`src/rtl/ckdiv_pkg.sv`:
```
package ckdiv_pkg;

    // Largest division exponent: half-phase lengths are 1 << (MAX_LOG2 - code)
    localparam int MAX_LOG2 = 3;
    localparam int CNT_W    = MAX_LOG2;
    localparam int LEN_W    = MAX_LOG2 + 1;
    localparam int SEL_W    = 2;

    typedef enum logic [SEL_W-1:0] {
        RATIO_DIV8 = 2'b00,
        RATIO_DIV4 = 2'b01,
        RATIO_DIV2 = 2'b10,
        RATIO_DIV1 = 2'b11
    } ratio_e;

    typedef struct packed {
        logic   level;   // current card clock level
        logic   parked;  // held low waiting for enable
        ratio_e ratio;   // ratio currently in force
    } ckdiv_state_t;

    typedef struct packed {
        logic clr;
        logic hold;
    } cnt_cmd_t;

    function automatic logic [LEN_W-1:0] half_len(input ratio_e r);
        return LEN_W'(1) << (MAX_LOG2 - int'(r));
    endfunction

    function automatic logic [CNT_W-1:0] last_count(input ratio_e r);
        logic [LEN_W-1:0] h;
        h = half_len(r) - LEN_W'(1);
        return h[CNT_W-1:0];
    endfunction

endpackage

```
`src/rtl/ckdiv_sync.sv`:
```
module ckdiv_sync #(
    parameter int               WIDTH   = 2,
    parameter int               STAGES  = 2,
    parameter logic [WIDTH-1:0] RST_VAL = '0
) (
    input  logic             clk,
    input  logic             rst,
    input  logic [WIDTH-1:0] d,
    output logic [WIDTH-1:0] q
);

    logic [STAGES-1:0][WIDTH-1:0] stage_q;

    always_ff @(posedge clk) begin
        if (rst) begin
            stage_q <= {STAGES{RST_VAL}};
        end else begin
            stage_q[0] <= d;
            for (int i = 1; i < STAGES; i++) begin
                stage_q[i] <= stage_q[i-1];
            end
        end
    end

    assign q = stage_q[STAGES-1];

endmodule

```
`src/rtl/ckdiv_phase_cnt.sv`:
```
module ckdiv_phase_cnt #(
    parameter int W = 3
) (
    input  logic         clk,
    input  logic         rst,
    input  logic         clr,
    input  logic         hold,
    input  logic [W-1:0] last,
    output logic [W-1:0] count,
    output logic         term
);

    logic [W-1:0] count_q;

    always_ff @(posedge clk) begin
        if (rst || clr) begin
            count_q <= '0;
        end else if (!hold) begin
            count_q <= count_q + W'(1);
        end
    end

    assign count = count_q;
    assign term  = (count_q == last);

    AST_CNT_IN_RANGE: assert property (@(posedge clk) disable iff (rst)
        count_q <= last);

endmodule

```
`src/rtl/card_clk_div.sv`:
```
module card_clk_div
    import ckdiv_pkg::*;
#(
    parameter int SYNC_STAGES = 2,
    parameter int RUN_W       = 5
) (
    input  logic             clk,
    input  logic             rst,
    input  logic [SEL_W-1:0] div_sel,
    input  logic             clk_en,
    output logic             card_clk
);

    localparam ckdiv_state_t RST_STATE = '{level: 1'b0, parked: 1'b1, ratio: RATIO_DIV8};

    logic [SEL_W-1:0] sel_sync;
    ratio_e           sel_ratio;
    ckdiv_state_t     st_q, st_d;
    cnt_cmd_t         cmd;
    logic [CNT_W-1:0] cnt;
    logic             term;

    ckdiv_sync #(
        .WIDTH  (SEL_W),
        .STAGES (SYNC_STAGES),
        .RST_VAL(SEL_W'(RATIO_DIV8))
    ) u_sel_sync (
        .clk(clk),
        .rst(rst),
        .d  (div_sel),
        .q  (sel_sync)
    );

    assign sel_ratio = ratio_e'(sel_sync);

    ckdiv_phase_cnt #(
        .W(CNT_W)
    ) u_phase_cnt (
        .clk  (clk),
        .rst  (rst),
        .clr  (cmd.clr),
        .hold (cmd.hold),
        .last (last_count(st_q.ratio)),
        .count(cnt),
        .term (term)
    );

    // Phase sequencing: a ratio is adopted only when a low phase ends
    always_comb begin
        st_d = st_q;
        cmd  = '{clr: 1'b0, hold: 1'b0};
        if (st_q.parked) begin
            cmd.hold    = 1'b1;
            st_d.ratio  = sel_ratio;
            if (clk_en) begin
                st_d.level  = 1'b1;
                st_d.parked = 1'b0;
                cmd.clr     = 1'b1;
            end
        end else if (term) begin
            cmd.clr = 1'b1;
            if (st_q.level) begin
                st_d.level = 1'b0;
            end else begin
                st_d.ratio = sel_ratio;
                if (clk_en) begin
                    st_d.level = 1'b1;
                end else begin
                    st_d.parked = 1'b1;
                end
            end
        end
    end

    always_ff @(posedge clk) begin
        if (rst) begin
            st_q <= RST_STATE;
        end else begin
            st_q <= st_d;
        end
    end

    assign card_clk = st_q.level;

    // Assertion support: cycles the output has held its present level
    logic [RUN_W-1:0] run_q;

    always_ff @(posedge clk) begin
        if (rst) begin
            run_q <= '1;
        end else if (st_d.level != st_q.level) begin
            run_q <= RUN_W'(1);
        end else if (run_q != '1) begin
            run_q <= run_q + RUN_W'(1);
        end
    end

    AST_HIGH_EXACT: assert property (@(posedge clk) disable iff (rst)
        $fell(card_clk) |-> ($past(run_q) == RUN_W'(half_len($past(st_q.ratio)))));

    AST_NO_RUNT: assert property (@(posedge clk) disable iff (rst)
        $rose(card_clk) |-> ($past(run_q) >= RUN_W'(half_len($past(st_q.ratio)))));

    AST_RATIO_AT_LOW_END: assert property (@(posedge clk) disable iff (rst)
        (st_q.ratio != $past(st_q.ratio)) |-> ($past(!card_clk) && (card_clk || st_q.parked)));

    AST_PARK_LOW: assert property (@(posedge clk) disable iff (rst)
        ($past(!clk_en) && $past(!card_clk)) |-> !card_clk);

endmodule

```
`config.mk`:
```
export PLATFORM = sky130hd
export DESIGN_NAME = card_clk_div
export DESIGN_NICKNAME = d
export VERILOG_FILES = /design/src/rtl/ckdiv_pkg.sv /design/src/rtl/ckdiv_sync.sv /design/src/rtl/ckdiv_phase_cnt.sv /design/src/rtl/card_clk_div.sv
export SDC_FILE = /design/constraint.sdc
export NUM_CORES = 1
export LEC_CHECK = 0
export BUFFER_PORTS_ARGS = -buffer_cell sky130_fd_sc_hd__buf_4
export CAP_MARGIN = 20
export CORE_UTILIZATION = 30
export DETAILED_ROUTE_END_ITERATION = 8
export HOLD_SLACK_MARGIN = 0.05
export MAX_ROUTING_LAYER = met4
export PLACE_DENSITY = 0.51
export SLEW_MARGIN = 10
export SYNTH_ARGS = -nofsm -noshare
export SYNTH_HDL_FRONTEND = slang
export SYNTH_SLANG_ARGS = --single-unit
```
`constraint.sdc`:
```
create_clock -name clk -period 1.9 [get_ports clk]
set_input_delay 0.095 -clock clk [delete_from_list [all_inputs] [get_ports clk]]
set_output_delay 0.095 -clock clk [all_outputs]
set_load 0.005 [all_outputs]
```
# Yosys cells after proc, flatten, opt, wreduce, memory -nomap -nowiden
# Index checks and enable logic that the tools add are counted.
totals:
  reg_bits: 11
  elab_cells: 27
op_classes:
  addsub: 3
  eq_ne: 3
  shift: 1
  muxes: 10
  n_reduce_logical: 4
op_table:
  columns: ["op", "count"]
  rows:
  - ["1-bit by 32-bit left shift with 3-bit output (first input constant)", 1]
  - ["4-bit 2-to-1 mux", 2]
  - ["1-bit 2-to-1 mux", 6]
  - ["2-bit inequality test (second input constant)", 2]
  - ["2-bit AND reduction", 2]
  - ["3-bit by 1-bit adder with 3-bit output (second input constant)", 1]
  - ["3-bit equality test", 1]
  - ["3-bit 2-to-1 mux", 1]
  - ["2-bit by 2-bit subtractor with 3-bit output (first input constant)", 1]
  - ["3-bit by 1-bit subtractor with 3-bit output (second input constant)", 1]
  - ["2-bit 2-to-1 mux", 1]
  - ["2-bit nonzero test", 1]
  - ["1-bit logical OR", 1]

# Logic depth before layout (Yosys ltp)
# Gate-level depths: netlist (run 1).
logic_depth:
  word_depth: 7
  ltp_mapped: 5

# By module
# From an unflattened synthesis (run 1), not the netlist that was laid out.
unflattened:
  hier_cells: 47
  area_unflattened_um2: 466.7
modules_own_cells:
  columns: ["mod", "instances", "cells_per_inst", "area_each_um2"]
  rows:
  - ["card_clk_div", 1, 22, 186.4]
  - ["ckdiv_phase_cnt", 1, 15, 160.2]
  - ["ckdiv_sync", 1, 10, 120.1]

# Least setup slack after synthesis (run 1)
# Ideal clock, no wire load.
synth_timing:
  path_kind: "reg2reg"
  start: "register u_phase_cnt.count_q[1], in the netlist u_phase_cnt.count[1]"
  end: "register st_q[0] (netlist name)"
  setup_ns: 0.072
  arrival_ns: 1.231
  slack_ns: 0.597
  stages_incl_launch_ff: 5
  n_path_buf: 0
  period_less_slack_ns: 1.303
  cell_sequence: "dfxtp_1 and4bb_1 nor4_4 o31a_4 mux2i_1"
synth_between:
  elab_chain_len: 3
synth_rtl:
  columns: ["item", "line", "text"]
  rows:
  - ["start: declaration", "ckdiv_phase_cnt.sv:13", "logic [W-1:0] count_q;"]
  - ["start signal: assignment", "ckdiv_phase_cnt.sv:19", "count_q <= count_q + W'(1);"]
  - ["3-bit equality test", "ckdiv_phase_cnt.sv:24", "assign term = (count_q == last);"]
  - ["2-bit nonzero test (no source line)", null, null]
  - ["2-bit AND reduction (no source line)", null, null]
  - ["end signal: assignment", "card_clk_div.sv:79", "st_q <= st_d;"]
  - ["end: declaration", "card_clk_div.sv:18", "ckdiv_state_t st_q, st_d;"]
# No other way between the ends.
# A chain may end at the register's enable or synchronous reset.

# Worst setup path in the final report (run 1)
# Same ends and word-level chain as after synthesis.

==> results of run 1 <==
==> worst min-delay path by stage <==
stage               slack (ns)             startpoint                    end
finish                    0.44  u_sel_sync.stage_q[1]        u_sel_sync.q[1]
floorplan                 0.17                    rst        u_sel_sync.q[0]
detailed placement        0.31                 clk_en                st_q[2]
global route              0.46  u_sel_sync.stage_q[0]        u_sel_sync.q[0]
global placement          0.30             div_sel[1]  u_sel_sync.stage_q[1]
CTS                       0.44  u_sel_sync.stage_q[0]        u_sel_sync.q[0]
==> layer usage <==
layer	routed length (um)	global-route usage, %	up-vias
li1	-	-	189
met1	425	14.3	169
met2	396	20.0	9
met3	20	2.59	2
met4	14	11.3	0
met5	0	-	-
==> sequential cells by signal (all words and copies together) (netlist names) <==
register,cells
u_sel_sync.q,2
u_sel_sync.stage_q,2
card_clk,1
st_q,3
u_phase_cnt.count,3
==> stage by stage <==
step           area [um^2]  setup WS [ns]
2_1_floorplan          492          0.597
3_3_place_gp           549          0.501
3_5_place_dp           549          0.507
4_1_cts                617          0.488
5_1_grt                617          0.404
6_report               617          0.498
==> final cells by class <==
| cell class | count | area share [%] |
|---|---|---|
| flip-flops and latches | 11 | 35.7 |
| well taps | 16 | 3.25 |
| multi-input cells | 32 | 41.6 |
| clock inverters | 1 | 0.811 |
| clock buffers | 3 | 3.65 |
| inverters | 4 | 2.43 |
| repair buffers | 9 | 12.6 |
==> power by group <==
part / total, uW / switching [uW] / internal, uW / leakage (uW)
sequential: 252 / 10.4 / 242 / 0.0000905
combinational: 48.4 / 19.5 / 28.9 / 0.000163
clock: 158 / 79.9 / 77.9 / 0.0000177
total: 458 / 110 / 348 / 0.000271
==> worst max-delay path, cell delays in order, from the launching register on <==
cell	delay [ns]
dfxtp_1	0.40
and4bb_1	0.26
nor4_4	0.31
o31a_4	0.20
mux2i_1	0.17
==> timing repair <==
action	4_1_cts	5_1_grt
endpoints found under the setup margin	0	0
setup buffers	0	0
resized for setup	0	0
hold endpoints to repair	5	0
hold buffers	4	0
==> cell usage in the layout (no fill, tap or decap) <==
cell type | synthesis | layout
o21ai_1 | 1 | 1
clkinv_2 | 0 | 1
xnor2_1 | 1 | 1
o32ai_2 | 1 | 1
clkbuf_4 | 0 | 3
and4bb_2 | 1 | 1
buf_4 | 0 | 5
o31a_4 | 1 | 1
nor2b_1 | 5 | 5
and4b_2 | 1 | 1
dlygate4sd3_1 | 0 | 4
nor4_4 | 1 | 1
a2bb2oi_1 | 1 | 1
inv_1 | 4 | 4
and3_1 | 1 | 1
nor2_1 | 6 | 6
ha_1 | 1 | 1
a31oi_1 | 1 | 1
mux2i_1 | 2 | 2
and4bb_1 | 2 | 2
nand2_1 | 5 | 5
dfxtp_1 | 11 | 11
o31ai_2 | 1 | 1
==> logic make-up (layout without fill, tap and decap cells) <==
kind of cell / after synthesis / in the layout / synth area share [%]
DFF: 11 / 11 / 44.8
buffers and inverters: 4 / 17 / 3.05
muxes: 2 / 2 / 4.07
xor gates and xnor gates: 1 / 1 / 1.78
AOI/OAI and AO/OA: 6 / 6 / 13.5
and+or+nand+nor: 22 / 22 / 30.3
adders and majority gates: 1 / 1 / 2.54
==> flow_summary.toml, run 1 <==
[yosys]
synth_area_per_cell_um2 = 10.5
netlist.area_leader.share_pct = 44.8
ys_ff_latch = 11
yosysMostFrequentCell = "dfxtp_1"
ys_types = 19
yosys-top-cells-area = "dfxtp_1 45%, nor2b_1 6.4%, and4bb_1 5.1%, nor2_1 4.6%, nor4_4 4.3%"
synthCells = 47
ys_seq_area_share_pct = 44.8
syn_area_um2 = 492
yosys_warnings = 0
yosys.area.top_type = "dfxtp_1"
synthArstFlopShare_pct = 0
synth_flop_cell = "dfxtp_1"
synth_edf_count = 0
synthTopCellsByCount = "11 x dfxtp_1, 6 x nor2_1, 5 x nand2_1, 5 x nor2b_1, 4 x inv_1"
synthesis.nets = 53

[floorplanning]
dieArea_mm2 = 0.00180
coreArea_mm2 = 0.00152
initial_utilization_pct = 32.3
chipHeight_um = 42.5
boundaryPins = 6
rows = 14
fp.dieW_um = 42.5

[cells_and_area]
stdcell_count = 76
nNetsFinal = 67
drive_gt1_share_pct = 25.0
final_core_util_pct = 40.5
antennaDiodeCount = 0
multi_input_area_um2 = 256
ff_latch_area_um2 = 220
syn2layout_area_growth_pct = 25.4
n_fill_cell = 162

[min_path]
min_path_type = "reg2reg"
worst_hold_path.num_cells = 1

[drt]
remaining_drc_errors = 0
first_pass_iters = 4
detail_route.vias_per_cell = 4.86
wl_um = 857
vias = 369
ant_nets = 0
drt_iter0_markers = 11
wl_per_cell_um = 11.3

[worst_setup_path]
reg2reg_from = "u_phase_cnt.count[1]"
startpoint = "u_phase_cnt.count[1]"
worst_setup_path_end_kind = "flop"
critPathKind = "reg2reg"
regToRegSetupSlack_ns = 0.50
r2r-end = "st_q[0]"
r2r_cells = 4
startpoint_type = "flop"
path_max_fanout = 6
crit_arrival_ns = 1.61
crit_required_ns = 2.10
endpoint = "st_q[0]"

[pwr]
power_uw = 458
p_leak_uw = 0.000271
peakVddDrop_mv = 0.340
powerDensity_mw_per_mm2 = 743

[clocking]
htree_num_levels = 1
clk_pin_slew_ns = 0.07
clk_latency_ns = 0.27
cts_tree = "yes"
numCtsBuffers = 3
root_buffer = "clkbuf_4"
clkSinkCount = 11
cts.path.max_buffers = 2

[placement]
dp_cells = 68
gp_congestion = 0.754
portBuffers = 5
dp_hpwl_um = 581

[run_status]
outcome = "finished, final reports clean"

[sta]
skew_ns = 0.00417
slew_violations = 0
worst_pin_slew_ns = 0.385
max_freq_ghz = 0.713
setup_tns_ns = 0
slew_headroom_pct = 74.2
holdWs_ns = 0.438
rsz0062_at_grt = "false"
fin_crit_sh_pct = 73.8
setup_viol = 0
layout_min_cycle_time_ns = 1.40
hold_viol = 0

[global_routing]
track_usage_pct = 13.1
grt_pass1_vias = 392
grt.overflow.total = 0
antenna_found_initial = 0
grt_pass1_wl_um = 1630
grt_max_degree = 8

[job]
drv_cap = 0
(Power assumes the default switching activity.)
==> inputs of run 2 (changes only) <==
--- a/config.mk
+++ b/config.mk
@@ -11,7 +11,7 @@
 export DETAILED_ROUTE_END_ITERATION = 8
 export HOLD_SLACK_MARGIN = 0.05
 export MAX_ROUTING_LAYER = met4
-export PLACE_DENSITY = 0.51
+export PLACE_DENSITY = 0.52
 export SLEW_MARGIN = 10
 export SYNTH_ARGS = -nofsm -noshare
 export SYNTH_HDL_FRONTEND = slang
==> constraint.sdc (replaced) <==
create_clock -name clk -period 1.25 [get_ports clk]
set_input_delay 0.0625 -clock clk [delete_from_list [all_inputs] [get_ports clk]]
set_output_delay 0.0625 -clock clk [all_outputs]
set_load 0.005 [all_outputs]
==> run 2 against run 1 <==
Wire length grew 11%. Critical path type unchanged. Largest cell class unchanged. Sequential power grew 52%. Highest routed layer unchanged. Largest power group unchanged. The run now ends with setup timing left. Combinational power grew 86%.
==> flow_summary.toml, run 2 (same netlist as run 1, synthesis figures left out) <==
[global_routing]
track_usage_pct = 13.2
grt_pass1_vias = 360
grt_pass1_wl_um = 1590
grt.overflow.total = 0
grt_max_degree = 8
antenna_found_initial = 0

[pwr]
swShare_pct = 25.1
p_leak_uw = 0.000301
power.share.combinational_pct = 12.5
intPower_uw = 541
clkPwrFrac_pct = 34.7
netSwitchingPower_uw = 181
power_uw = 722
p_seq_share_pct = 52.9
peakVddDrop_mv = 0.525
powerDensity_mw_per_mm2 = 1060

[drt]
drt_iter0_markers = 0
ant_nets = 0
wl_per_cell_um = 11.5
wl_um = 947
detail_route.vias_per_cell = 4.80
vias = 394
first_pass_iters = 1
met3_length_um = 40
remaining_drc_errors = 0
highest_layer = "met4"
wl_met1_um = 399
met2WireLength_um = 481

[clocking]
clk_latency_ns = 0.28
htree_num_levels = 1
numCtsBuffers = 3
cts_tree = "yes"
clkSinkCount = 11
cts_setup_buffers = 0
cts.path.max_buffers = 2
clk_pin_slew_ns = 0.07
root_buffer = "clkbuf_4"

[sta]
finalWorstSetupSlack_ns = -0.151
fin_crit_sh_pct = 112
max_freq_ghz = 0.714
worst_pin_slew_ns = 0.293
rsz0062_at_grt = "true"
hold_viol = 0
slew_headroom_pct = 80.3
slew_violations = 0
setup_tns_ns = -0.590
layout_min_cycle_time_ns = 1.40
skew_ns = 0.000980
setup_viol = 7

[worst_setup_path]
regToRegSetupSlack_ns = -0.15
reg2reg_from = "u_phase_cnt.count[1]"
startpoint = "u_phase_cnt.count[1]"
path_max_fanout = 5
crit_buf_inv = 0
crit_chain = "and4bb_1 > nor4_4 > o31a_4 > mux2i_1"
slowest_stage = "dfxtp_2"
startpoint_type = "flop"
critPathKind = "reg2reg"
worst_setup_path_end_kind = "flop"
r2r_cells = 4
crit_family = "simple AND/OR/NAND/NOR gates"
crit_required_ns = 1.45
cpPeakStageDelay_ns = 0.35
r2r-end = "st_q[1]"
crit_arrival_ns = 1.60

[cells_and_area]
nNetsFinal = 73
drive_gt1_share_pct = 40.9
mostFrequentLayoutCell = "buf_4"
final_core_util_pct = 44.5
postLayoutCellArea_um2 = 678
antennaDiodeCount = 0
syn2layout_area_growth_pct = 37.9
n_fill_cell = 149
layout_common_cells = "11 x buf_4, 8 x dfxtp_1, 5 x nor2b_1, 5 x nand2_1"

[placement]
place_area_um2 = 596
gp_congestion = 0.676
place_ws_ns = -0.119
dp_hpwl_um = 678
portBuffers = 5

[min_path]
hold_path_end = "st_q[0]"
min_path_type = "reg2reg"
worst_hold_path.num_cells = 2
worstHoldStart = "u_sel_sync.q[0]"

[floorplanning]
rows = 14
initial_utilization_pct = 32.3
dieArea_mm2 = 0.00180
chipHeight_um = 42.5
fp.dieW_um = 42.5
boundaryPins = 6
coreArea_mm2 = 0.00152

[job]
drv_cap = 0

[run_status]
violations = "setup timing"
outcome = "finished with violations"
## run 2: cell types whose count changed in the layout (fill, tap and decap cells not counted), sizes merged
cell / previous run / this run
buf: 5 / 11
## run 2: repair_timing
item	CTS	global route
hold buffers	4	0
endpoints found under the setup margin	7	7
pin swaps	6	1
resized for setup	4	2
gates cloned	0	0
endpoints found under the hold margin	6	0
## run 2: worst max-delay path by stage
stage | to | slack, ns | depth (start not counted)
floorplan | st_q[0] | -0.02 | 4
global placement | u_phase_cnt.count[1] | -0.1 | 5
detailed placement | st_q[0] | -0.12 | 4
CTS | st_q[0] | -0.14 | 4
global route | st_q[1] | -0.19 | 4
finish | st_q[1] | -0.15 | 4
## run 2: worst reg2reg max path, delay by kind of cell, from the launching register on
family,cells,cell delay (ns)
AO/OA/AOI/OAI,1,0.20
flip-flops,1,0.35
multiplexers,1,0.20
AND/OR/NAND/NOR,2,0.57
## run 2: layout make-up
class | count | area, um^2 | area share, %
Multi-Input combinational cell | 32 | 269 | 39.7
Sequential cell | 11 | 224 | 33.0
Timing Repair Buffer | 15 | 123 | 18.1
Clock buffer | 3 | 22.5 | 3.32
Tap cell | 16 | 20.0 | 2.95
Inverter | 4 | 15.0 | 2.21
Clock inverter | 1 | 5.00 | 0.738
## run 2: routing by layer
metal	vias up	GRT usage (%)
li1	204	-
met1	178	13.4
met2	8	20.6
met3	4	6.47
met4	0	7.50
met5	-	-
## run 2: through the flow
stage	hold slack [ns]	cells
3_5_place_dp	0.273	74
4_1_cts	0.444	82
6_report	0.447	82
2_1_floorplan	0.134	47
3_3_place_gp	0.277	74
5_1_grt	0.465	82
## run 2: power groups by stage
stage	clock, uW	sequential (uW)	combinational (uW)
after global routing	276	385	99.3
after global placement	0	390	75.8
final	250	382	90.0
after floorplan	0	387	40.2
after detailed placement	0	390	76.1
after CTS	262	382	89.3
==> inputs of run 3 (changes only) <==
--- a/config.mk
+++ b/config.mk
@@ -11,7 +11,6 @@
 export DETAILED_ROUTE_END_ITERATION = 8
 export HOLD_SLACK_MARGIN = 0.05
 export MAX_ROUTING_LAYER = met4
-export PLACE_DENSITY = 0.52
 export SLEW_MARGIN = 10
 export SYNTH_ARGS = -nofsm -noshare
 export SYNTH_HDL_FRONTEND = slang
==> run 3 against run 2 <==
The run still ends with setup timing left. Clock-buffer cell count is 1 higher. Die area is the same. Sequential cell count stayed put. Power shrank 0.90%. Worst setup slack gained 0.058 ns. Largest power group unchanged.
==> flow_summary.toml, run 3 (same netlist as run 1, synthesis figures left out) <==
[run_status]
outcome = "finished with violations"
violations = "setup timing"

[drt]
vias = 394
drt_iter0_markers = 9
wl_um = 918
ant_nets = 0
remaining_drc_errors = 0
wl_per_cell_um = 11.5
first_pass_iters = 4
detail_route.vias_per_cell = 4.93

[cells_and_area]
n_fill_cell = 139
nNetsFinal = 71
layout_common_cells = "9 x buf_4, 7 x dfxtp_1, 5 x nor2b_1, 5 x nand2_1"
syn2layout_area_growth_pct = 33.3
mostFrequentLayoutCell = "buf_4"
antennaDiodeCount = 0
drive_gt1_share_pct = 37.5

[placement]
dp_hpwl_um = 562
portBuffers = 5
gp_congestion = 0.805

[worst_setup_path]
regToRegSetupSlack_ns = -0.09
r2r_cells = 4
cpPeakStageDelay_ns = 0.35
crit_required_ns = 1.44
crit_arrival_ns = 1.54
slowest_stage = "dfxtp_2"
r2r-end = "st_q[1]"
critPathKind = "reg2reg"
startpoint_type = "flop"
path_max_fanout = 5
worst_setup_path_end_kind = "flop"
reg2reg_from = "st_q[0]"
crit_chain = "and4bb_1 > nor4_4 > o31a_4 > mux2i_1"

[global_routing]
grt_pass1_vias = 370
grt.overflow.total = 0
track_usage_pct = 12.0
antenna_found_initial = 0
grt_pass1_wl_um = 1510
grt_max_degree = 8

[sta]
setup_tns_ns = -0.368
max_freq_ghz = 0.745
slew_violations = 0
finalWorstSetupSlack_ns = -0.0931
layout_min_cycle_time_ns = 1.34
skew_ns = 0.00322
hold_viol = 0
setup_viol = 7
rsz0062_at_grt = "true"
fin_crit_sh_pct = 107
worst_pin_slew_ns = 0.259
slew_headroom_pct = 82.6

[clocking]
cts_tree = "yes"
numCtsBuffers = 3
clk_pin_slew_ns = 0.07
clk_latency_ns = 0.27
htree_num_levels = 1
cts.path.max_buffers = 2
root_buffer = "clkbuf_4"
clkSinkCount = 11

[pwr]
powerDensity_mw_per_mm2 = 1090
power_uw = 716
netSwitchingPower_uw = 171
clkPwrFrac_pct = 34.3
intPower_uw = 544
p_leak_uw = 0.000288
peakVddDrop_mv = 0.698
swShare_pct = 23.9
power.share.combinational_pct = 12.4
p_seq_share_pct = 53.3

[floorplanning]
initial_utilization_pct = 32.3
chipHeight_um = 42.5
boundaryPins = 6
rows = 14
fp.dieW_um = 42.5
dieArea_mm2 = 0.00180
coreArea_mm2 = 0.00152

[min_path]
worst_hold_path.num_cells = 2
hold_path_end = "st_q[1]"
min_path_type = "reg2reg"
worstHoldStart = "u_sel_sync.q[1]"

[job]
drv_cap = 0
run 3: cell count changes in the layout (fill, tap and decap cells not counted):
| cell | change |
|---|---|
| buf_4 | -2 |
| clkbuf_1 | +1 |
| clkinv_2 | -1 |
| dfxtp_1 | -1 |
| dfxtp_2 | +1 |
| nor2_1 | +1 |
| nor2_4 | -1 |
run 3: worst max-delay path by stage:
stage	start	endpoint	slack [ns]
after floorplan	u_phase_cnt.count[1]	st_q[0]	-0.02
after global placement	st_q[0]	st_q[1]	-0.09
after detailed placement	st_q[0]	st_q[1]	-0.08
after CTS	u_phase_cnt.count[1]	st_q[1]	-0.11
after global routing	st_q[0]	st_q[1]	-0.18
final	st_q[0]	st_q[1]	-0.09
run 3: layer usage:
metal / GRT usage [%] / wire, um
met5: - / 0
met3: 1.29 / 35
met1: 13.5 / 406
met2: 18.2 / 466
met4: 11.3 / 10
run 3: critical path, delay by kind of cell (launching register included):
family	cells	cell delay, ns
multiplexers	1	0.17
AND/OR/NAND/NOR	2	0.55
flip-flops	1	0.35
AO/OA/AOI/OAI	1	0.20
run 3: final cells by class:
cell class | count | area, um^2 | area share (%)
inverter | 4 | 15.0 | 2.29
sequential | 11 | 225 | 34.4
multi-input combinational | 32 | 262 | 39.9
tap | 16 | 20.0 | 3.05
clock buffer | 4 | 26.3 | 4.01
timing repair buffer | 13 | 108 | 16.4
run 3: what timing repair did:
| action | in CTS | in global routing |
|---|---|---|
| gates resized for setup | 1 | 4 |
| pin swaps | 3 | 2 |
| setup buffers | 0 | 0 |
| endpoints found under the hold margin | 6 | 0 |
| hold buffers | 4 | 0 |
| gates cloned | 0 | 0 |
| endpoints found under the setup margin | 7 | 7 |
run 3: per-stage QoR:
step | cells | worst slack, ns | utilization, % | hold slack (ns) | cell area (um^2)
after floorplan | 47 | -0.0193 | - | 0.134 | 493
after global placement | 72 | -0.0908 | 38.1 | 0.275 | 581
after detailed placement | 72 | -0.0845 | 38.1 | 0.280 | 581
after global routing | 80 | -0.181 | 43.0 | 0.449 | 656
final | 80 | -0.0931 | 43.0 | 0.435 | 656
after CTS | 80 | -0.106 | 42.5 | 0.442 | 648
run 3: power by group through the flow:
stage          Combinational, uW  Clock, uW  Sequential, uW
3_5_place_dp                73.6          0             389
6_report                    88.6        245             382
4_1_cts                     86.5        251             381
3_3_place_gp                73.8          0             389
5_1_grt                     95.6        268             385
2_1_floorplan               40.2          0             387
